`config.mk`:
```
export PLATFORM = sky130hd
export DESIGN_NAME = seg_access_check
export DESIGN_NICKNAME = d
export VERILOG_FILES = /design/src/rtl/seg_access_check.sv
export SDC_FILE = /design/constraint.sdc
export NUM_CORES = 1
export LEC_CHECK = 0
export BUFFER_PORTS_ARGS = -buffer_cell sky130_fd_sc_hd__buf_2
export CAP_MARGIN = 20
export CORE_MARGIN = 3
export CORE_UTILIZATION = 40
export CTS_BUF_LIST = sky130_fd_sc_hd__clkbuf_2 sky130_fd_sc_hd__clkbuf_4 sky130_fd_sc_hd__clkbuf_8
export CTS_CLUSTER_DIAMETER = 50
export DETAILED_ROUTE_END_ITERATION = 10
export PLACE_DENSITY = 0.65
export SETUP_SLACK_MARGIN = 0.1
export SYNTH_ARGS = -nofsm -noshare
export SYNTH_HDL_FRONTEND = slang
export SYNTH_SLANG_ARGS = --single-unit
```
`constraint.sdc`:
```
create_clock -name clk -period 4.7 [get_ports clk]
set_input_delay 0.235 -clock clk [delete_from_list [all_inputs] [get_ports clk]]
set_output_delay 0.235 -clock clk [all_outputs]
set_load 0.005 [all_outputs]
```
`src/rtl/seg_access_check.sv`:
```
module seg_access_check #(
  parameter int AW = 32,
  parameter int SW = 3,
  parameter int PW = 2
) (
  input  logic          clk,
  input  logic          rst_n,
  input  logic          req_valid,
  input  logic [1:0]    req_kind,
  input  logic [AW-1:0] req_offset,
  input  logic [SW-1:0] req_size,
  input  logic [AW-1:0] desc_base,
  input  logic [AW-1:0] desc_limit,
  input  logic          desc_expdown,
  input  logic          desc_present,
  input  logic [PW-1:0] desc_dpl,
  input  logic [PW-1:0] desc_rpl,
  input  logic          desc_exec,
  input  logic          desc_rw,
  input  logic [PW-1:0] cur_pl,
  input  logic          prot_en,
  output logic          pass_o,
  output logic          fault_o,
  output logic [1:0]    fault_class,
  output logic [AW-1:0] lin_addr
);
  localparam int EW = AW + 1;
  localparam logic [1:0] CL_NONE = 2'b00;
  localparam logic [1:0] CL_GP   = 2'b01;
  localparam logic [1:0] CL_NP   = 2'b10;

  logic          is_fetch, is_write;
  logic [EW-1:0] end_off;
  logic          limit_bad, priv_bad, type_bad;
  logic [1:0]    cls_next;

  assign is_fetch = (req_kind == 2'b00);
  assign is_write = (req_kind == 2'b10);
  assign end_off  = {1'b0, req_offset} + EW'(req_size) - EW'(1);

  assign limit_bad = (is_fetch || !desc_expdown) ? (end_off > {1'b0, desc_limit})
                                                 : (req_offset < desc_limit);
  assign priv_bad  = (cur_pl > desc_dpl) || (!is_fetch && (desc_rpl > desc_dpl));
  assign type_bad  = is_fetch ? !desc_exec
                   : is_write ? (desc_exec || !desc_rw)
                   : (desc_exec && !desc_rw);

  always_comb begin
    if (limit_bad)                      cls_next = CL_GP;
    else if (!prot_en)                  cls_next = CL_NONE;
    else if (!desc_present)             cls_next = CL_NP;
    else if (priv_bad || type_bad)      cls_next = CL_GP;
    else                                cls_next = CL_NONE;
  end

  always_ff @(posedge clk) begin
    if (!rst_n) begin
      pass_o      <= 1'b0;
      fault_o     <= 1'b0;
      fault_class <= CL_NONE;
      lin_addr    <= '0;
    end else begin
      pass_o      <= req_valid && (cls_next == CL_NONE);
      fault_o     <= req_valid && (cls_next != CL_NONE);
      fault_class <= req_valid ? cls_next : CL_NONE;
      lin_addr    <= (req_valid && cls_next == CL_NONE) ? desc_base + req_offset : '0;
    end
  end

  assert_strobe_after_req_R1: assert property (@(posedge clk) disable iff (!rst_n)
    req_valid |=> (pass_o ^ fault_o));
  assert_quiet_when_idle_R1: assert property (@(posedge clk) disable iff (!rst_n)
    !req_valid |=> (!pass_o && !fault_o));
  assert_class_matches_strobe_R10: assert property (@(posedge clk) disable iff (!rst_n)
    (fault_o |-> fault_class != CL_NONE) and (pass_o |-> fault_class == CL_NONE));
  assert_pass_address_R10: assert property (@(posedge clk) disable iff (!rst_n)
    req_valid |=> (!pass_o || lin_addr == $past(desc_base + req_offset)));
  assert_real_mode_no_np_R5: assert property (@(posedge clk) disable iff (!rst_n)
    (req_valid && !prot_en) |=> (fault_class != CL_NP));
endmodule

```
# Yosys cells after proc, flatten, opt, wreduce, memory -nomap -nowiden
# Cells that the tools add are included.
totals:
  ff_bits: 36
  input_bits: 115
  wordCells: 36
op_classes:
  add_sub_neg: 3
  n_lt_le_gt_ge: 4
  n_eq_ne: 1
  muxes: 7
  n_reduce_logical: 17
ops:
  columns: ["operator", "n"]
  rows:
  - ["adder 32 x 3 -> 33 bit", 1]
  - ["> comparator 33 x 32 -> 1 bit", 1]
  - ["subtractor 33 x 1 -> 33 bit (second input constant)", 1]
  - ["adder 32 bit", 1]
  - ["< comparator 32 bit", 1]
  - ["2-to-1 mux 2 bit", 3]
  - ["> comparator 2 bit", 2]
  - ["logical AND 1 bit", 4]
  - ["logical NOT 1 bit", 4]
  - ["logical NOT 2 bit", 2]
  - ["logical OR 1 bit", 4]
  - ["2-to-1 mux 1 bit", 4]
  - ["AND reduction 2 bit", 2]
  - ["== test 2 bit (second input constant)", 1]
  - ["nonzero test 2 bit", 1]

# Logic depth before layout (Yosys ltp)
# Gate-level depths: netlist of run 1.
logic_depth:
  depth_word: 12
  ltp_mapped: 26

# Worst setup path after synthesis of run 1
# OpenSTA, ideal clock, no wires.
synth_path:
  path_kind: "input port to flip-flop"
  start: "input port req_offset[1]"
  end: "register lin_addr[13]"
  t_arrival_ns: 4.365
  slack_ns: 0.262
  path_stages: 24
  path_cell_list: "inv_1 -> ha_1 -> inv_1 -> ha_1 -> inv_1 -> fa_1 -> nor2b_1 -> o31a_1 -> nand2_1 -> a21oi_1 -> o31ai_4 -> o2111ai_1 -> nand2_1 -> mux2i_1 -> o2111ai_1 -> ha_1 -> a2111oi_0 -> nand3_1 -> a311oi_1 -> a21oi_1 -> nor4_4 -> nor2_4 -> buf_6 -> nor3_2"
synth_between:
  elab_chain_len: 8
synth_lines:
  columns: ["element", "line_no", "rtl"]
  rows:
  - ["start: declaration", "10", "input logic [AW-1:0] req_offset,"]
  - ["adder 32 x 3 -> 33 bit", "39", "assign end_off = {1'b0, req_offset} + EW'(req_size) - EW'(1);"]
  - ["subtractor 33 x 1 -> 33 bit", "39", null]
  - ["> comparator 33 x 32 -> 1 bit", "41", "assign limit_bad = (is_fetch || !desc_expdown) ? (end_off > {1'b0, desc_limit})"]
  - ["2-to-1 mux 1 bit", "41", null]
  - ["2-to-1 mux 2 bit", "49", "if (limit_bad) cls_next = CL_GP;"]
  - ["logical NOT 2 bit", "66", "lin_addr <= (req_valid && cls_next == CL_NONE) ? desc_base + req_offset : '0;"]
  - ["logical AND 1 bit", "66", null]
  - ["AND reduction 2 bit (no source line)", null, null]
  - ["end signal: assignment", "66", null]
  - ["end: declaration", "25", "output logic [AW-1:0] lin_addr"]
# Parallel ways exist; a longest one is shown, timed or not.
# A chain may end at the register's enable or synchronous reset.

# Worst setup path in the final report of run 1
layout_path:
  start: "input port req_offset[2]"
  end: "register lin_addr[25]"
# Same word-level chain as after synthesis.

==> results of run 1 <==
==> per-layer routing <==
metal	global-route usage [%]	share of wire (%)	vias to the layer above
li1	-	-	3267
met1	29.0	47	2817
met2	34.5	47	131
met3	1.61	3.9	28
met4	5.62	2.2	0
met5	0	0	-
==> worst max-delay path by stage <==
stage | start | end | slack [ps] | cells after the start
floorplan | req_offset[1] | lin_addr[13] | 260 | 24
global placement | req_offset[1] | lin_addr[2] | -170 | 26
detailed placement | req_offset[1] | lin_addr[22] | -270 | 26
CTS | req_offset[1] | lin_addr[22] | 100 | 26
global route | req_offset[1] | lin_addr[25] | 60 | 26
finish | req_offset[2] | lin_addr[25] | 260 | 24
==> what timing repair did <==
item / CTS / global route
setup endpoints to repair: 22 / 36
gates resized for setup: 1 / 31
pin swaps: 2 / 18
buffers inserted: 0 / 3
gates cloned: 0 / 2
==> through the flow <==
stage / hold WS, ps / area [um2] / util, % / cells / setup slack [ps]
CTS: 228 / 7360 / 50.1 / 1161 / 99.3
detailed placement: 542 / 7280 / 49.5 / 1154 / -270
finish: 238 / 7570 / 51.5 / 1167 / 261
floorplan: 408 / 6090 / - / 797 / 262
global placement: 546 / 7280 / 49.5 / 1154 / -173
global route: 257 / 7570 / 51.5 / 1167 / 55.1
==> tightest hold or removal path, stage by stage <==
cell,delay [ps]
buf_2,110
o211ai_1,70
a21oi_1,70
==> registers in the layout (all words and copies together) (netlist names) <==
| register | flops |
|---|---|
| lin_addr | 32 |
| fault_class | 2 |
| fault_o | 1 |
| pass_o | 1 |
==> layout by cell type (no fill, tap or decap), types with 7 or more instances in the layout <==
master / instances
buf_2: 150
ha_1: 131
inv_1: 103
a21oi_1: 73
nor2_1: 54
o21ai_0: 38
dfxtp_1: 36
nand2_1: 33
a21o_1: 30
buf_4: 30
xnor2_1: 28
nand3_1: 24
nor3_1: 20
xor2_1: 13
a211oi_1: 13
o21bai_1: 13
o21a_1: 12
nand4_1: 12
nor2b_1: 11
nand2b_1: 10
o211ai_1: 9
a31oi_1: 7
or2_2: 7
==> power by group <==
group	internal, mW	total [mW]	switching (mW)
sequential	0.320	0.323	0.00357
clock	0.106	0.209	0.103
combinational	0.411	0.901	0.490
==> kinds of logic (layout without fill, tap and decap cells) <==
group,after synthesis,in the layout,share of synthesized area (%)
AOI/OAI and AO/OA,252,252,27.4
buffers and inverters,111,296,7.09
xor gates and xnor gates,41,41,5.90
other,0,1,0
DFF,36,36,11.8
muxes,4,4,0.658
and+or+nand+nor,219,219,19.4
adders and majority gates,134,134,27.8
==> cell type report <==
| type | count | area [um2] |
|---|---|---|
| fill | 1446 | 7130 |
| multi-input combinational | 650 | 5070 |
| timing repair buffer | 185 | 1080 |
| sequential | 36 | 721 |
| inverter | 104 | 390 |
| tap | 184 | 230 |
| clock buffer | 6 | 76.3 |
| clock inverter | 1 | 5.00 |
| antenna | 1 | 2.50 |
==> impl_metrics.py, run 1 <==
metrics = {
    "setup_path": {
        "worst_path_dominant_cell_family": "compound AO/OA/AOI/OAI gates",
        "crit_buf_inv": 6,
        "cp_max_fo": 7,
        "end_kind": "register",
        "cp_slowest_stage_delay_ps": 410,
        "startpoint_type": "primary input",
        "crit_required_ps": 4910,
        "crit_top_cell": "ha_1",
        "path_cells": "buf_2 -> inv_1 -> ha_1 -> inv_1 -> ha_1 -> a211oi_2 -> buf_4 -> nor4_2 -> o21ai_1 -> nand3_1 -> and2_4 -> buf_4 -> a31oi_1 -> o21ai_0 -> xor2_1 -> ha_1 -> a2111oi_2 -> nand3_1 -> a311oi_2 -> a21oi_2 -> nor4_4 -> nor2_4 -> buf_12 -> nor3b_1",
        "worstSetupPathType": "in -> reg",
        "cp_slowest_cell": "a2111oi_2",
        "cp.arrival_ps": 4650,
    },
    "clock_network": {
        "cts.path.max_buffers": 2,
        "numCtsBuffers": 5,
        "htree_levels": 2,
        "ctsHoldBuffers": 0,
        "cts_root_buf": "clkbuf_8",
        "cts_tree": "built",
        "cts_num_sinks": 36,
        "clk_pin_slew_worst_paths_ps": 70,
    },
    "synth": {
        "synth_area_um2": 6090,
        "synth_top_area_cell": "ha_1",
        "synth_top_area_share_pct": 27.1,
        "async_flop_share_pct": 0,
        "synth_nets": 1046,
        "synth_seq_cells": 36,
        "ys_seq_area_share_pct": 11.8,
        "avgSynthCellArea_um2": 7.64,
        "ys_top_cells_by_count": "ha_1, inv_1, a21oi_1",
        "ys_warn_count": 0,
        "netlist_instances": 797,
        "synth.most_common_cell": "ha_1",
        "synthTopCellsByArea": "ha_1, dfxtp_1, inv_1",
        "synth_edf_count": 0,
        "ys_types": 72,
        "synth_flop_cell": "dfxtp_1",
    },
    "sta": {
        "setup_tns_ps": 0,
        "finalCritPeriodShare_pct": 94.4,
        "worst_slew_pin_slew_ps": 626,
        "final_hold_viol_count": 0,
        "rsz0062_at_grt": "false",
        "clock.fmax_mhz": 225,
        "drv_slew": 0,
        "setup_viol": 0,
        "maxSlewHeadroom_pct": 57.8,
        "period_needed_ps": 4440,
    },
    "route": {
        "drt_iter0_drc": 440,
        "wirelength_um": 18200,
        "routed_via_density": 5.35,
        "antenna_left": 0,
        "vias": 6243,
        "drc": 0,
        "dr.pass1.iters": 5,
        "drt-wirelength-per-cell_um": 15.6,
    },
    "grt": {
        "overflow": 0,
        "grt_max_degree": 18,
        "antenna_found_initial": 1,
        "first_global_vias": 5729,
        "grt_pass1_wl_um": 28000,
        "track_usage_pct": 20.8,
    },
    "power_and_ir_drop": {
        "p_leak_nw": 3.95,
        "power_mw": 1.43,
        "power_density_nw_per_um2": 189,
        "vdd_drop_max_uv": 91.5,
    },
    "floorplan": {
        "die_x_um": 129,
        "initial_utilization_pct": 41.4,
        "ios": 151,
        "die-area_um2": 16700,
        "die_y_um": 129,
        "row_count": 44,
        "fp.coreArea_um2": 14700,
    },
    "placement": {
        "gp_congestion": 0.934,
        "hpwl_um": 15700,
        "port_buffers": 150,
    },
    "job": {
        "cap_violations": 0,
    },
    "finish": {
        "syn2layout_area_growth_pct": 24.4,
        "drive_gt1_share_pct": 24.6,
        "fin_nets": 1231,
    },
    "hold_path": {
        "timing.hold.worst.start": "prot_en",
        "min_to": "fault_class[0]",
        "whs_path_depth": 3,
        "hold_class": "in -> reg",
    },
    "status": {
        "status": "complete, no violations",
    },
}
Power figures use the tool's default switching activity.
==> run 2, diff against run 1 <==
- CTS_BUF_LIST: sky130_fd_sc_hd__clkbuf_2 sky130_fd_sc_hd__clkbuf_4 sky130_fd_sc_hd__clkbuf_8 -> sky130_fd_sc_hd__clkbuf_4
==> impl_metrics.py, run 2 (synthesized netlist as in run 1, its figures left out) <==
metrics = {
    "sta": {
        "worst_slew_pin_slew_ps": 627,
        "rsz0062_at_grt": "false",
        "setup_viol": 0,
        "finalCritPeriodShare_pct": 92.0,
        "finalWorstSetupSlack_ps": 375,
        "final_hold_viol_count": 0,
        "hold_ws_ps": 166,
        "clock.fmax_mhz": 231,
        "drv_slew": 0,
        "maxSlewHeadroom_pct": 57.7,
        "period_needed_ps": 4330,
    },
    "placement": {
        "hpwl_um": 15700,
        "place_inst": 1154,
        "port_buffers": 150,
        "pre_cts_ws_ps": -270,
        "placement.cell_area_um2": 7280,
        "gp_congestion": 0.934,
    },
    "finish": {
        "reg_top3": "lin_addr (32), fault_class (2)",
        "fin_area_um2": 7500,
        "nFillCells": 1450,
        "drive_gt1_share_pct": 24.3,
        "top_register": "lin_addr",
        "largest_register_ffs": 32,
        "syn2layout_area_growth_pct": 23.2,
        "fin_nets": 1231,
        "mostFrequentLayoutCells": "buf_2, ha_1, inv_1",
        "final_cells": 1168,
        "final_common_cell": "buf_2",
    },
    "grt": {
        "antenna_found_initial": 2,
        "grt_max_degree": 18,
        "track_usage_pct": 20.7,
        "first_global_vias": 5726,
        "grt_pass1_wl_um": 28100,
        "overflow": 0,
    },
    "setup_path": {
        "worstSetupPathType": "in -> reg",
        "crit_required_ps": 4980,
        "startpoint_type": "primary input",
        "end_kind": "register",
        "cp_max_fo": 7,
        "cp.arrival_ps": 4600,
    },
    "floorplan": {
        "die_x_um": 129,
        "initial_utilization_pct": 41.4,
        "die-area_um2": 16700,
        "ios": 151,
        "row_count": 44,
        "fp.coreArea_um2": 14700,
        "die_y_um": 129,
    },
    "clock_network": {
        "cts.path.max_buffers": 2,
        "htree_levels": 2,
        "cts_root_buf": "clkbuf_4",
        "cts_num_sinks": 36,
        "clk_pin_slew_worst_paths_ps": 110,
        "numCtsBuffers": 5,
        "ctsHoldBuffers": 0,
        "cts_tree": "built",
    },
    "route": {
        "highest_layer": "met4",
        "routed_via_density": 5.37,
        "wl_met1_um": 8480,
        "drc": 0,
        "drt_iter0_drc": 427,
        "dr.pass1.iters": 5,
        "antenna_left": 0,
        "dr_wl_met2_um": 8410,
        "drt-wirelength-per-cell_um": 15.4,
        "vias": 6271,
        "wirelength_um": 18000,
        "wl_met3_um": 742,
    },
    "status": {
        "status": "complete, no violations",
    },
    "job": {
        "cap_violations": 0,
    },
    "power_and_ir_drop": {
        "power_density_nw_per_um2": 183,
        "p_leak_nw": 3.92,
        "vdd_drop_max_uv": 78.0,
    },
    "hold_path": {
        "hold_class": "in -> reg",
    },
}
==> run 2: layout make-up <==
type	count	area [um2]	area share (%)
multi-input combinational	650	5030	67.1
timing repair buffer	185	1070	14.3
sequential	36	721	9.60
inverter	104	390	5.20
tap	184	230	3.07
clock buffer	6	45.0	0.600
clock inverter	1	5.00	0.0667
antenna	2	5.00	0.0667
==> run 2: timing repair <==
| item | 4_1_cts | 5_1_grt |
|---|---|---|
| cloned | 0 | 2 |
| setup endpoints to repair | 2 | 36 |
| pin swaps | 1 | 12 |
| buffers inserted | 0 | 3 |
| gates resized for setup | 1 | 24 |
==> run 2: power breakdown <==
part           switching, mW  internal [mW]
registers            0.00362          0.320
logic                  0.483          0.407
clock network         0.0977         0.0608
==> run 2: final timing paths <==
check / startpoint / end / cells after the start
setup / recovery: req_offset[1] / lin_addr[20] / 26
hold / removal: prot_en / fault_class[0] / 3
==> run 2: critical path, stage by stage <==
cell       delay [ps]
buf_2              90
inv_1              50
ha_1              280
inv_1              60
ha_2              190
inv_1              50
fa_2              350
nor2b_2           140
o31a_1            230
nand2_2            80
a21oi_2           130
buf_4             140
o31ai_4            60
o2111ai_2         230
nand2_2           110
mux2i_1           150
o2111ai_1         130
ha_1              230
a2111oi_2         330
nand3_1           130
a311oi_2          230
a21oi_2           120
nor4_4            300
nor2_4            140
buf_4             190
a211oi_1          200
==> run 2: routing by layer <==
metal | vias up | global-route usage (%)
li1 | 3271 | -
met5 | - | 0
met4 | 0 | 5.37
met2 | 147 | 34.6
met1 | 2818 | 29.0
met3 | 35 | 1.44
==> run 2: stage by stage <==
stage | utilization [%] | TNS (ps) | power, mW
after global placement | 49.5 | -3170 | 1.17
after global routing | 51.0 | 0 | 1.50
after floorplan | - | 0 | 0.916
after CTS | 49.9 | 0 | 1.34
after detailed placement | 49.5 | -6520 | 1.18
final | 51.0 | 0 | 1.37
